$ cat src/rtl/alu8_pkg.sv
package alu8_pkg;

    parameter int unsigned DW = 8;
    localparam int unsigned MSB = DW - 1;
    localparam int unsigned HALF = DW / 2;

    typedef logic [DW-1:0] word_t;

    typedef enum logic [4:0] {
        OP_ADD = 5'd0,
        OP_ADC = 5'd1,
        OP_SUB = 5'd2,
        OP_SBC = 5'd3,
        OP_CP  = 5'd4,
        OP_NEG = 5'd5,
        OP_INC = 5'd6,
        OP_DEC = 5'd7,
        OP_AND = 5'd8,
        OP_OR  = 5'd9,
        OP_XOR = 5'd10,
        OP_CPL = 5'd11,
        OP_RLC = 5'd12,
        OP_RRC = 5'd13,
        OP_RL  = 5'd14,
        OP_RR  = 5'd15,
        OP_SLA = 5'd16,
        OP_SRA = 5'd17,
        OP_SRL = 5'd18
    } op_e;

    typedef enum logic [1:0] {
        CL_ARITH,
        CL_BITWISE,
        CL_SHIFT,
        CL_NONE
    } class_e;

    typedef struct packed {
        logic s;
        logic z;
        logic lv;
        logic c;
    } flags_t;

    typedef struct packed {
        word_t res;
        logic  c;
        logic  v;
    } arith_t;

    typedef struct packed {
        word_t res;
        logic  c;
    } shift_t;

    function automatic class_e op_class(input logic [4:0] code);
        if (code <= OP_DEC)      return CL_ARITH;
        else if (code <= OP_CPL) return CL_BITWISE;
        else if (code <= OP_SRL) return CL_SHIFT;
        else                     return CL_NONE;
    endfunction

    function automatic logic upper_any(input word_t r);
        return |r[MSB:HALF];
    endfunction

    function automatic logic is_zero(input word_t r);
        return r == '0;
    endfunction

endpackage

$ cat src/rtl/alu8_arith.sv
module alu8_arith
    import alu8_pkg::*;
(
    input  op_e    op,
    input  word_t  a,
    input  word_t  b,
    input  logic   cin,
    output arith_t out
);

    localparam int unsigned WW = DW + 1;

    word_t         x;
    word_t         y;
    logic          sub_mode;
    logic          ci;
    logic [WW-1:0] wide;

    // Operand steering: one adder/subtractor serves every arithmetic code.
    always_comb begin
        x        = a;
        y        = b;
        sub_mode = 1'b0;
        ci       = 1'b0;
        case (op)
            OP_ADD: ;
            OP_ADC: ci = cin;
            OP_SUB,
            OP_CP:  sub_mode = 1'b1;
            OP_SBC: begin
                sub_mode = 1'b1;
                ci       = cin;
            end
            OP_NEG: begin
                x        = '0;
                y        = a;
                sub_mode = 1'b1;
            end
            OP_INC: y = word_t'(1);
            OP_DEC: begin
                y        = word_t'(1);
                sub_mode = 1'b1;
            end
            default: ;
        endcase
    end

    always_comb begin
        if (sub_mode)
            wide = {1'b0, x} - {1'b0, y} - WW'(ci);
        else
            wide = {1'b0, x} + {1'b0, y} + WW'(ci);
    end

    // wide[DW] is carry for additions and borrow for subtractions.
    // Plain subtract reports the inverse of borrow.
    always_comb begin
        out.res = wide[MSB:0];
        if (sub_mode)
            out.v = (x[MSB] != y[MSB]) && (wide[MSB] != x[MSB]);
        else
            out.v = (x[MSB] == y[MSB]) && (wide[MSB] != x[MSB]);
        out.c = (op == OP_SUB) ? ~wide[DW] : wide[DW];
    end

endmodule

$ cat src/rtl/alu8_bitwise.sv
module alu8_bitwise
    import alu8_pkg::*;
(
    input  op_e   op,
    input  word_t a,
    input  word_t b,
    output word_t res
);

    always_comb begin
        case (op)
            OP_AND:  res = a & b;
            OP_OR:   res = a | b;
            OP_XOR:  res = a ^ b;
            OP_CPL:  res = ~a;
            default: res = a;
        endcase
    end

endmodule

$ cat src/rtl/alu8_shift.sv
module alu8_shift
    import alu8_pkg::*;
(
    input  op_e    op,
    input  word_t  a,
    input  logic   cin,
    output shift_t out
);

    logic fill_lo;
    logic fill_hi;

    // Bit entering the vacated end for left and right moves.
    always_comb begin
        case (op)
            OP_RLC:  fill_lo = a[MSB];
            OP_RL:   fill_lo = cin;
            default: fill_lo = 1'b0;
        endcase
        case (op)
            OP_RRC:  fill_hi = a[0];
            OP_RR:   fill_hi = cin;
            OP_SRA:  fill_hi = a[MSB];
            default: fill_hi = 1'b0;
        endcase
    end

    always_comb begin
        case (op)
            OP_RLC, OP_RL, OP_SLA: begin
                out.res = {a[MSB-1:0], fill_lo};
                out.c   = a[MSB];
            end
            OP_RRC, OP_RR, OP_SRA, OP_SRL: begin
                out.res = {fill_hi, a[MSB:1]};
                out.c   = a[0];
            end
            default: begin
                out.res = a;
                out.c   = 1'b0;
            end
        endcase
    end

endmodule

$ cat src/rtl/alu8_core.sv
module alu8_core
    import alu8_pkg::*;
(
    input  logic          clk,
    input  logic          rst,
    input  logic [4:0]    op_i,
    input  logic [DW-1:0] a_i,
    input  logic [DW-1:0] b_i,
    input  logic          cin_i,
    output logic [DW-1:0] res_o,
    output logic          res_we_o,
    output logic [3:0]    flags_o
);

    op_e    op;
    class_e cls;
    arith_t ar;
    word_t  bw;
    shift_t sh;
    word_t  res;
    logic   we;
    flags_t flg_d;
    flags_t flg_q;

    assign op  = op_e'(op_i);
    assign cls = op_class(op_i);

    alu8_arith u_arith (
        .op  (op),
        .a   (a_i),
        .b   (b_i),
        .cin (cin_i),
        .out (ar)
    );

    alu8_bitwise u_bitwise (
        .op  (op),
        .a   (a_i),
        .b   (b_i),
        .res (bw)
    );

    alu8_shift u_shift (
        .op  (op),
        .a   (a_i),
        .cin (cin_i),
        .out (sh)
    );

    // Result select and next-flag formation.
    always_comb begin
        res   = a_i;
        we    = 1'b0;
        flg_d = flg_q;
        case (cls)
            CL_ARITH: begin
                res      = ar.res;
                we       = (op != OP_CP);
                flg_d.s  = ar.res[MSB];
                flg_d.z  = is_zero(ar.res);
                flg_d.lv = ar.v;
                flg_d.c  = (op == OP_INC || op == OP_DEC) ? flg_q.c : ar.c;
            end
            CL_BITWISE: begin
                res = bw;
                we  = 1'b1;
                if (op != OP_CPL) begin
                    flg_d.s  = bw[MSB];
                    flg_d.z  = is_zero(bw);
                    flg_d.lv = upper_any(bw);
                    flg_d.c  = 1'b0;
                end
            end
            CL_SHIFT: begin
                res      = sh.res;
                we       = 1'b1;
                flg_d.s  = sh.res[MSB];
                flg_d.z  = is_zero(sh.res);
                flg_d.lv = upper_any(sh.res);
                flg_d.c  = sh.c;
            end
            default: ;
        endcase
    end

    always_ff @(posedge clk) begin
        if (rst)
            flg_q <= '0;
        else
            flg_q <= flg_d;
    end

    assign res_o    = res;
    assign res_we_o = we;
    assign flags_o  = flg_q;

    // ---------------- assertions ----------------
    a_r13_reset_clears: assert property (@(posedge clk)
        rst |=> (flags_o == 4'b0000));

    a_r5_bitwise_clears_carry: assert property (@(posedge clk) disable iff (rst)
        (op_i == OP_AND || op_i == OP_OR || op_i == OP_XOR) |=> (flags_o[0] == 1'b0));

    a_r8_incdec_keeps_carry: assert property (@(posedge clk) disable iff (rst)
        (op_i == OP_INC || op_i == OP_DEC) |=> (flags_o[0] == $past(flags_o[0])));

    a_r10_cpl_keeps_flags: assert property (@(posedge clk) disable iff (rst)
        (op_i == OP_CPL) |=> $stable(flags_o));

    a_r12_unused_keeps_flags: assert property (@(posedge clk) disable iff (rst)
        (op_i > OP_SRL) |=> $stable(flags_o));

    a_r12_unused_passes: assert property (@(posedge clk) disable iff (rst)
        (op_i > OP_SRL) |-> (res_o == a_i && !res_we_o));

    a_r4_cp_no_writeback: assert property (@(posedge clk) disable iff (rst)
        (op_i == OP_CP) |-> !res_we_o);

    a_r11_zero_flag: assert property (@(posedge clk) disable iff (rst)
        (op_i <= OP_SRL && op_i != OP_CPL) |=> (flags_o[2] == ($past(res_o) == '0)));

    a_r7_sra_keeps_sign: assert property (@(posedge clk) disable iff (rst)
        (op_i == OP_SRA) |-> (res_o[MSB] == a_i[MSB]));

endmodule

$ cat config.mk
export PLATFORM = sky130hd
export DESIGN_NAME = alu8_core
export DESIGN_NICKNAME = d
export VERILOG_FILES = /design/src/rtl/alu8_pkg.sv /design/src/rtl/alu8_arith.sv /design/src/rtl/alu8_bitwise.sv /design/src/rtl/alu8_shift.sv /design/src/rtl/alu8_core.sv
export SDC_FILE = /design/constraint.sdc
export NUM_CORES = 1
export LEC_CHECK = 0
export BUFFER_PORTS_ARGS = -buffer_cell sky130_fd_sc_hd__buf_4
export CORE_MARGIN = 4
export CORE_UTILIZATION = 40
export DETAILED_ROUTE_END_ITERATION = 8
export GPL_TIMING_DRIVEN = 0
export SETUP_SLACK_MARGIN = 0.02
export SLEW_MARGIN = 30
export SYNTH_ARGS = -nofsm -noshare
export SYNTH_HDL_FRONTEND = slang
export SYNTH_SLANG_ARGS = --single-unit
$ cat constraint.sdc
create_clock -name clk -period 5 [get_ports clk]
set_clock_uncertainty 0.15 [all_clocks]
set_input_delay 0.5 -clock clk [delete_from_list [all_inputs] [get_ports clk]]
set_output_delay 0.5 -clock clk [all_outputs]
set_load 0.05 [all_outputs]
Yosys cells after proc, flatten, opt, wreduce, memory -nomap -nowiden --
Cells that the tools add are included.
Word-level totals: register bits after elaboration 4, logic and storage cells 80, output and inout port bits 13
Operators by class: bitwise logic cells 5, order comparisons 3, muxes and demuxes 19, reductions and logical operators 18, eq/ne operators 27, $add $sub $neg 4
Operators with widths (number):
- $eq 5x4->1 const B | 8
- $pmux 8 s4 | 1
- $logic_not 8->1 | 3
- $pmux 8 s3 | 1
- $eq 5x3->1 const B | 4
- $pmux 9 s2 | 1
- $pmux 8 s2 | 1
- $eq 5x5->1 const B | 3
- $pmux 4 s3 | 1
- $reduce_or 4->1 | 3
- $eq 5x2->1 const B | 2
- $add 8x8->9 | 1
- $add 9x1->9 | 1
- $mux 9 | 1
- $sub 8x8->9 | 1
- $sub 9x1->9 | 1
- $and 8x8->8 | 1
- $mux 8 | 1
- $not 8->8 | 1
- $or 8x8->8 | 1
- $xor 8x8->8 | 1
- $mux 1 | 6
- $reduce_or 2->1 | 3
- $eq 5x1->1 const B | 1
- 23 further kinds | 28

Logic depth before layout (Yosys ltp) --
Gate-level depths: netlist of run 1.
depth after elaboration 10, depth in mapped cells 16, depth with buffers taken out 15

Cells and area by module --
A second synthesis of run 1 with hierarchy kept.
Second synthesis, totals: cells, all modules 349, area total of the unflattened synthesis 2623.8 um^2
Modules (own cells, without submodules):
- alu8_arith | sequential area each 0.0 um^2, cells an instance 146, times used 1, area each 1061.0 um^2
- alu8_bitwise | sequential area each 0.0 um^2, cells an instance 91, times used 1, area each 675.6 um^2
- alu8_core | sequential area each 80.1 um^2, cells an instance 78, times used 1, area each 623.1 um^2
- alu8_shift | sequential area each 0.0 um^2, cells an instance 34, times used 1, area each 264.0 um^2

Worst setup path before layout of run 1 --
OpenSTA, ideal clock, no wires.
kind input to output, start input op_i[0], end output res_o[6], setup slack 242 ps, required time 4350 ps, data arrival time 4108 ps, stages on the path 16, path through buf_2 -> buf_1 -> o211ai_1 -> nor2_1 -> a21oi_1 -> xnor2_1 -> ha_1 -> a21o_1 -> fa_1 -> nand2b_1 -> a21oi_1 -> o21a_1 -> xor2_1 -> nand2_1 -> o211ai_1 -> a32oi_1
Between the ends: word-level cells in the longest chain between the ends 7, elaborated cells between the ends (all ways) 44, classes of those cells add/sub: 4; order compare: 3; eq/ne: 20; mux: 11; reduce/logical: 6
RTL lines:
- start, declared | RTL line alu8_core.sv:6 | input logic [4:0] op_i,
- $eq 5x3->1 | RTL line alu8_arith.sv:25 | case (op)
- $reduce_or 2->1 (no line)
- $pmux 8 s2 | RTL line alu8_arith.sv:25
- $add 8x8->9 / $sub 8x8->9 (equally long branches) | RTL line alu8_arith.sv:52, alu8_arith.sv:50
- $add 9x1->9 / $sub 9x1->9 (equally long branches) | RTL line alu8_arith.sv:52, alu8_arith.sv:50
- $mux 9 | RTL line alu8_arith.sv:49 | if (sub_mode)
- $pmux 8 s3 (*) | RTL line alu8_core.sv:55 | case (cls)
- end, declared | RTL line alu8_core.sv:10 | output logic [DW-1:0] res_o,
Mark *: on every way between the ends. The rest lies on a longest branch, timed or not.

Final worst setup path of run 1 --
start input op_i[4], end output res_o[7]
Same word-level chain as after synthesis.

==> results of run 1 <==
## layout make-up
class / instances / area (µm²)
repair buffers: 39 / 293
plain buffers: 13 / 67.6
flip-flops and latches: 4 / 80.1
well taps: 75 / 93.8
clock buffers: 3 / 41.3
inverters: 52 / 195
multi-input cells: 278 / 2230
fillers: 644 / 3100
## logic make-up after synthesis
family / count (synthesis)
xor gates and xnor gates: 13
and+or+nand+nor: 108
AOI/OAI and AO/OA: 93
buffers and inverters: 67
DFF: 4
muxes: 21
adders and majority gates: 43
## cell usage in the layout (no fill, tap or decap), drive strengths merged, types with 9 or more instances in the layout
cell / netlist / final
ha: 40 / 40
a21oi: 23 / 23
nand2: 37 / 37
o21ai: 15 / 15
inv: 52 / 52
clkbuf: 7 / 10
buf: 8 / 45
nor2: 27 / 27
xnor2: 9 / 9
## critical path, stage by stage
cell	delay, ps
buf_4	120
buf_4	170
nor4b_4	310
nand2_2	200
clkbuf_1	300
o21ai_0	360
ha_1	230
inv_1	90
ha_1	230
or3_1	320
a221o_1	300
a21o_1	200
nand3_1	150
a21boi_0	110
o31a_1	250
buf_4	190
## power by group through the flow
stage	Sequential, mW	Combinational (mW)	Clock (mW)
2_1_floorplan	0.0493	0.290	0
3_3_place_gp	0.0377	0.414	0
3_5_place_dp	0.0377	0.416	0
4_1_cts	0.0374	0.419	0.0705
5_1_grt	0.0378	0.462	0.0740
6_report	0.0373	0.422	0.0699
## through the flow
step | instances | utilization | setup slack, ps | setup TNS [ps]
detailed placement | 459 | 0.481 | -438 | -1640
global placement | 459 | 0.481 | -470 | -1850
CTS | 463 | 0.489 | 194 | 0
global route | 464 | 0.492 | 42.3 | 0
finish | 464 | 0.492 | 311 | 0
floorplan | 349 | - | 242 | 0
## per-layer routing
layer  share of wire  global-route usage  wire length [µm]
met1            0.48               0.294              3750
met2            0.47               0.345              3650
met3           0.039              0.0102               301
met4           0.013              0.0426               105
met5               0                   0                 0
## timing repair
| action | in CTS | in global routing |
|---|---|---|
| buffers inserted | 2 | 2 |
| pin swaps | 1 | 1 |
| gates resized for setup | 0 | 5 |
| endpoints found under the setup margin | 6 | 4 |
## how the worst max path moves through the flow
| stage | from | to | slack, ps |
|---|---|---|---|
| after detailed placement | op_i[0] | res_o[6] | -440 |
| after floorplan | op_i[0] | res_o[6] | 240 |
| after CTS | op_i[1] | res_o[6] | 190 |
| final | op_i[4] | res_o[7] | 310 |
| after global placement | op_i[0] | res_o[6] | -470 |
| after global routing | op_i[0] | res_o[6] | 40 |
==> run_results.csv, run 1 <==
group,metric,value,unit
floorplanning,core_area,6100,µm²
yosys,synth_top_family_by_area,"compound AO/OA/AOI/OAI gates",
run_status,status,"complete, no violations",
worst_hold_path,min_to,"flags_o[3]",
power_and_ir_drop,finalPower,529,µW
routing,dr.pass1.iters,5,
global_route,grt_pass1_vias,2536,
yosys,synth_compound_area_frac,0.258,
cts,cts_tree,"done",
global_route,grtUsageTotal,0.206,
finish,layout.nets,458,
worst_setup_path,r2r_cells,4,
cts,cts_hold_buf,0,
worst_setup_path,reg2reg_slack,3220,ps
worst_hold_path,hold_class,"register to register",
sta,finalCritPeriodShare,0.938,
floorplanning,num_rows,28,
floorplanning,initial_core_util,0.422,
power_and_ir_drop,pwr-share-clk,0.132,
floorplanning,io_pins,37,
power_and_ir_drop,switching_share,0.525,
cts,insertion_delay,220,ps
yosys,postSynthNetCount,416,
yosys,synthDistinctLibCells,66,
worst_hold_path,hold_depth,2,
yosys,syn-mean-instance-area,7.37,µm²
power_and_ir_drop,pwr-share-comb,0.797,
global_route,grt_pass1_wl,12600,µm
sta,worstMarginPinSlew,599,ps
sta,rsz0062_at_grt,"no",
floorplanning,die_w,88.2,µm
cts,cts.sinks,4,
yosys,yosysWarnings,0,
routing,vias,2684,
routing,wl_per_cell,16.8,µm
global_route,grt_max_degree,20,
power_and_ir_drop,power_frac_seq,0.071,
worst_setup_path,r2r_start,"flags_o[2]",
yosys,ys_seq_elements,4,
worst_hold_path,hold_start,"flags_o[3]",
cts,clkSlewWorstSetupHoldPaths,30,ps
job,drv_cap,0,
yosys,synth_mux_area_frac,0.124,
yosys,ys_seq_area_frac,0.0311,
routing,drt_iter0_markers,229,
yosys,synthTopCellsByArea,"ha_1 (19%), inv_1 (7.4%), mux4_2 (7.0%)",
cts,clockBufferDepth,2,
cts,clockRootBuffer,"clkbuf_8",
yosys,ys.flop_type,"dfxtp_1",
global_route,antenna_found_initial,0,
power_and_ir_drop,power_density,176,nW/µm²
power_and_ir_drop,p_leak,1.42,nW
finish,final_area,3000,µm²
power_and_ir_drop,peakVddDrop,0.121,mV
finish,largest_register_ffs,4,
sta,post-route-min-period,4690,ps
routing,antenna_left,0,
global_route,grt-ovfl-total,0,
routing,avgViaCountPerCell,5.78,
finish,drive_above_1_share,0.195,
yosys,synthTopCellsByCount,"inv_1 (51), ha_1 (40), nand2_1 (36)",
sta,hold_slack,343,ps
sta,max_slew_margin,0.599,
yosys,synth.most_common_cell,"inv_1",
finish,syn2layout_area_growth,16.4,%
placement,globalplace.congestion,0.901,
routing,drc,0,
cts,htree_levels,1,
sta,fmax,213,MHz
worst_setup_path,r2r-end,"flags_o[2]",
yosys,async_reset_ff_frac,0,
sta,setup_viol,0,
sta,finalHoldViolCount,0,
placement,portBuffers,35,
yosys,synth_edf_count,0,
yosys,synth_fa_ha_area_frac,0.218,
power_and_ir_drop,intPower,251,µW
floorplanning,die_y,88.2,µm
yosys,syn_area,2570,µm²
cts,numCtsBuffers,3,
yosys,synthSimpleGateAreaFrac,0.219,
power_and_ir_drop,power_switching,278,µW
yosys,synth_cells,349,
worst_setup_path,startpoint_type,"input pin",
worst_setup_path,cp_max_fo,10,
routing,postRouteWirelength,7810,µm
worst_setup_path,required,4350,ps
finish,antenna_cells,0,
yosys,yosys.area.top_type,"ha_1",
worst_setup_path,arrival,4040,ps
yosys,synth_top_area_share,0.194,
worst_setup_path,path_class,"input pin to primary output",
placement,hpwl,6400,µm
floorplanning,die_area,7780,µm²
sta,finalMaxSlewViolations,0,
placement,postPlaceCellArea,2930,µm²
yosys,synth_xor_area_frac,0.0442,
worst_setup_path,endpoint_kind,"primary output",
Power figures use the tool's default switching activity.
==> run 2: changes to the inputs <==
--- a/config.mk
+++ b/config.mk
@@ -5,6 +5,7 @@
 export SDC_FILE = /design/constraint.sdc
 export NUM_CORES = 1
 export LEC_CHECK = 0
+export ABC_AREA = 1
 export BUFFER_PORTS_ARGS = -buffer_cell sky130_fd_sc_hd__buf_4
 export CORE_MARGIN = 4
 export CORE_UTILIZATION = 40
==> run_results.csv, run 2 <==
group,metric,value,unit
worst_setup_path,path_cells,"buf_4 > inv_2 > nand2_1 > nor2_2 > inv_1 > nor2_2 > nand2_1 > o21ai_1 > xor2_1 > ha_1 > o21bai_1 > ha_1 > or2_2 > a21boi_0 > nand3_1 > nand3_1 > nand2_1 > a211oi_1 > a21oi_1 > buf_4",
job,drv_cap,0,
yosys,synth_fa_ha_area_frac,0.218,
worst_setup_path,cp_max_fo,8,
routing,dr.pass1.iters,5,
cts,cts_hold_buf,0,
yosys,yosysWarnings,0,
sta,fmax,224,MHz
yosys,synthSimpleGateAreaFrac,0.395,
routing,drt_iter0_markers,253,
finish,syn2layout_area_growth,15.6,%
worst_hold_path,min_to,"flags_o[3]",
worst_setup_path,arrival,3810,ps
global_route,grt_pass1_vias,2963,
global_route,grt_max_degree,11,
power_and_ir_drop,power_density,173,nW/µm²
cts,cts_tree,"done",
floorplanning,io_pins,37,
global_route,grt-ovfl-total,0,
routing,wl_per_cell,15.0,µm
yosys,synth_cells,461,
power_and_ir_drop,p_leak,1.62,nW
yosys,synth.most_common_cell,"nand2_1",
sta,setup_viol,0,
finish,fillers,695,
run_status,status,"complete, no violations",
yosys,syn-mean-instance-area,5.58,µm²
worst_hold_path,hold_start,"rst",
global_route,antenna_found_initial,0,
yosys,syn_area,2570,µm²
cts,numCtsBuffers,3,
cts,insertion_delay,210,ps
finish,drive_above_1_share,0.142,
sta,hold_slack,303,ps
yosys,ys.flop_type,"dfxtp_1",
cts,cts_resized,0,
floorplanning,initial_core_util,0.424,
worst_setup_path,endpoint_kind,"primary output",
yosys,ys_seq_area_frac,0.0311,
sta,setup_tns,0,ps
cts,clkSlewWorstSetupHoldPaths,30,ps
sta,finalCritPeriodShare,0.892,
global_route,grtUsageTotal,0.229,
finish,finish.utilization,0.490,
finish,final_area,2970,µm²
worst_hold_path,hold_class,"input pin to register",
placement,hpwl,7240,µm
yosys,synth_top_family_by_area,"simple AND/OR/NAND/NOR gates",
global_route,grt_pass1_wl,14300,µm
routing,avgViaCountPerCell,5.36,
yosys,async_reset_ff_frac,0,
worst_setup_path,required,4350,ps
cts,clockBufferDepth,2,
worst_setup_path,critPathMaxStageDelay,310,ps
placement,globalplace.congestion,0.950,
worst_setup_path,r2r_start,"flags_o[1]",
sta,rsz0062_at_grt,"no",
floorplanning,die_w,88.2,µm
worst_setup_path,path_class,"input pin to primary output",
floorplanning,num_rows,28,
yosys,synth_compound_area_frac,0.220,
yosys,synth_xor_area_frac,0.0102,
yosys,synthDistinctLibCells,38,
placement,postPlaceCellArea,2930,µm²
placement,portBuffers,35,
yosys,synth_edf_count,0,
routing,antenna_left,0,
worst_setup_path,r2r-end,"flags_o[1]",
cts,clockRootBuffer,"clkbuf_8",
power_and_ir_drop,finalPower,514,µW
finish,final_cell_mix,"nand2_1 (124), inv_1 (68), nor2_1 (43)",
power_and_ir_drop,peakVddDrop,0.153,mV
routing,vias,3077,
worst_setup_path,startpoint_type,"input pin",
finish,layout.nets,568,
yosys,ys_seq_elements,4,
worst_setup_path,reg2reg_slack,4190,ps
yosys,synth_mux_area_frac,0,
yosys,synthTopCellsByCount,"nand2_1 (124), inv_1 (68), nor2_1 (44)",
worst_setup_path,cp_common_cell,"nand2_1",
sta,finalMaxSlewViolations,0,
yosys,postSynthNetCount,528,
yosys,yosys.area.top_type,"ha_1",
worst_setup_path,slowest_stage,"or2_2",
routing,drc,0,
cts,htree_levels,1,
cts,cts.sinks,4,
sta,post-route-min-period,4460,ps
worst_setup_path,cpLargestDelayFamily,"simple AND/OR/NAND/NOR gates",
yosys,synthTopCellsByArea,"ha_1 (19%), nand2_1 (18%), inv_1 (9.9%)",
sta,worstMarginPinSlew,538,ps
routing,postRouteWirelength,8630,µm
sta,finalHoldViolCount,0,
floorplanning,die_y,88.2,µm
finish,largest_register_ffs,4,
cts,post_cts_buffers,0,
sta,max_slew_margin,0.638,
floorplanning,core_area,6060,µm²
worst_hold_path,hold_depth,2,
finish,layout_commonest_cell,"nand2_1",
worst_setup_path,path_buf_inv,4,
yosys,synth_top_area_share,0.195,
floorplanning,die_area,7770,µm²
finish,antenna_cells,0,
worst_setup_path,r2r_cells,2,
==> run 2: worst max-delay path by stage <==
stage / start / endpoint / depth (start not counted)
global route: op_i[3] / res_o[4] / 20
global placement: op_i[3] / res_o[5] / 21
CTS: op_i[3] / res_o[5] / 20
floorplan: op_i[3] / res_o[2] / 16
finish: op_i[3] / res_o[5] / 20
detailed placement: op_i[3] / res_o[5] / 20
==> run 2: where the power goes <==
group          internal (mW)  switching (mW)
combinational          0.133           0.276
sequential            0.0362         0.00190
clock                 0.0512          0.0152
==> run 2: stage by stage <==
step / setup slack, ps / cells
after global placement: 441 / 571
final: 539 / 574
after CTS: 403 / 574
after detailed placement: 410 / 571
after global routing: 174 / 574
after floorplan: 637 / 461
==> run 2: per-layer routing <==
layer	track usage	routed length, µm
met5	0	0
met1	0.332	4210
met2	0.392	3980
met3	0.00376	407
met4	0.0234	32
==> run 2: layout make-up <==
cell class                      count  area [µm²]  share of cell area
Multi-Input combinational cell    376        2170               0.731
Inverter                           77         289              0.0973
Timing Repair Buffer               35         263              0.0884
Tap cell                           75        93.8              0.0316
Sequential cell                     4        80.1              0.0269
Clock buffer                        3        41.3              0.0139
Buffer                              4        33.8              0.0114
==> run 2: kinds of logic (layout without fill, tap and decap cells) <==
| family | Yosys count | after routing |
|---|---|---|
| and+or+nand+nor | 231 | 231 |
| buffers and inverters | 81 | 119 |
| adders and majority gates | 43 | 43 |
| AOI/OAI and AO/OA | 99 | 99 |
| xor gates and xnor gates | 3 | 3 |
| DFF | 4 | 4 |
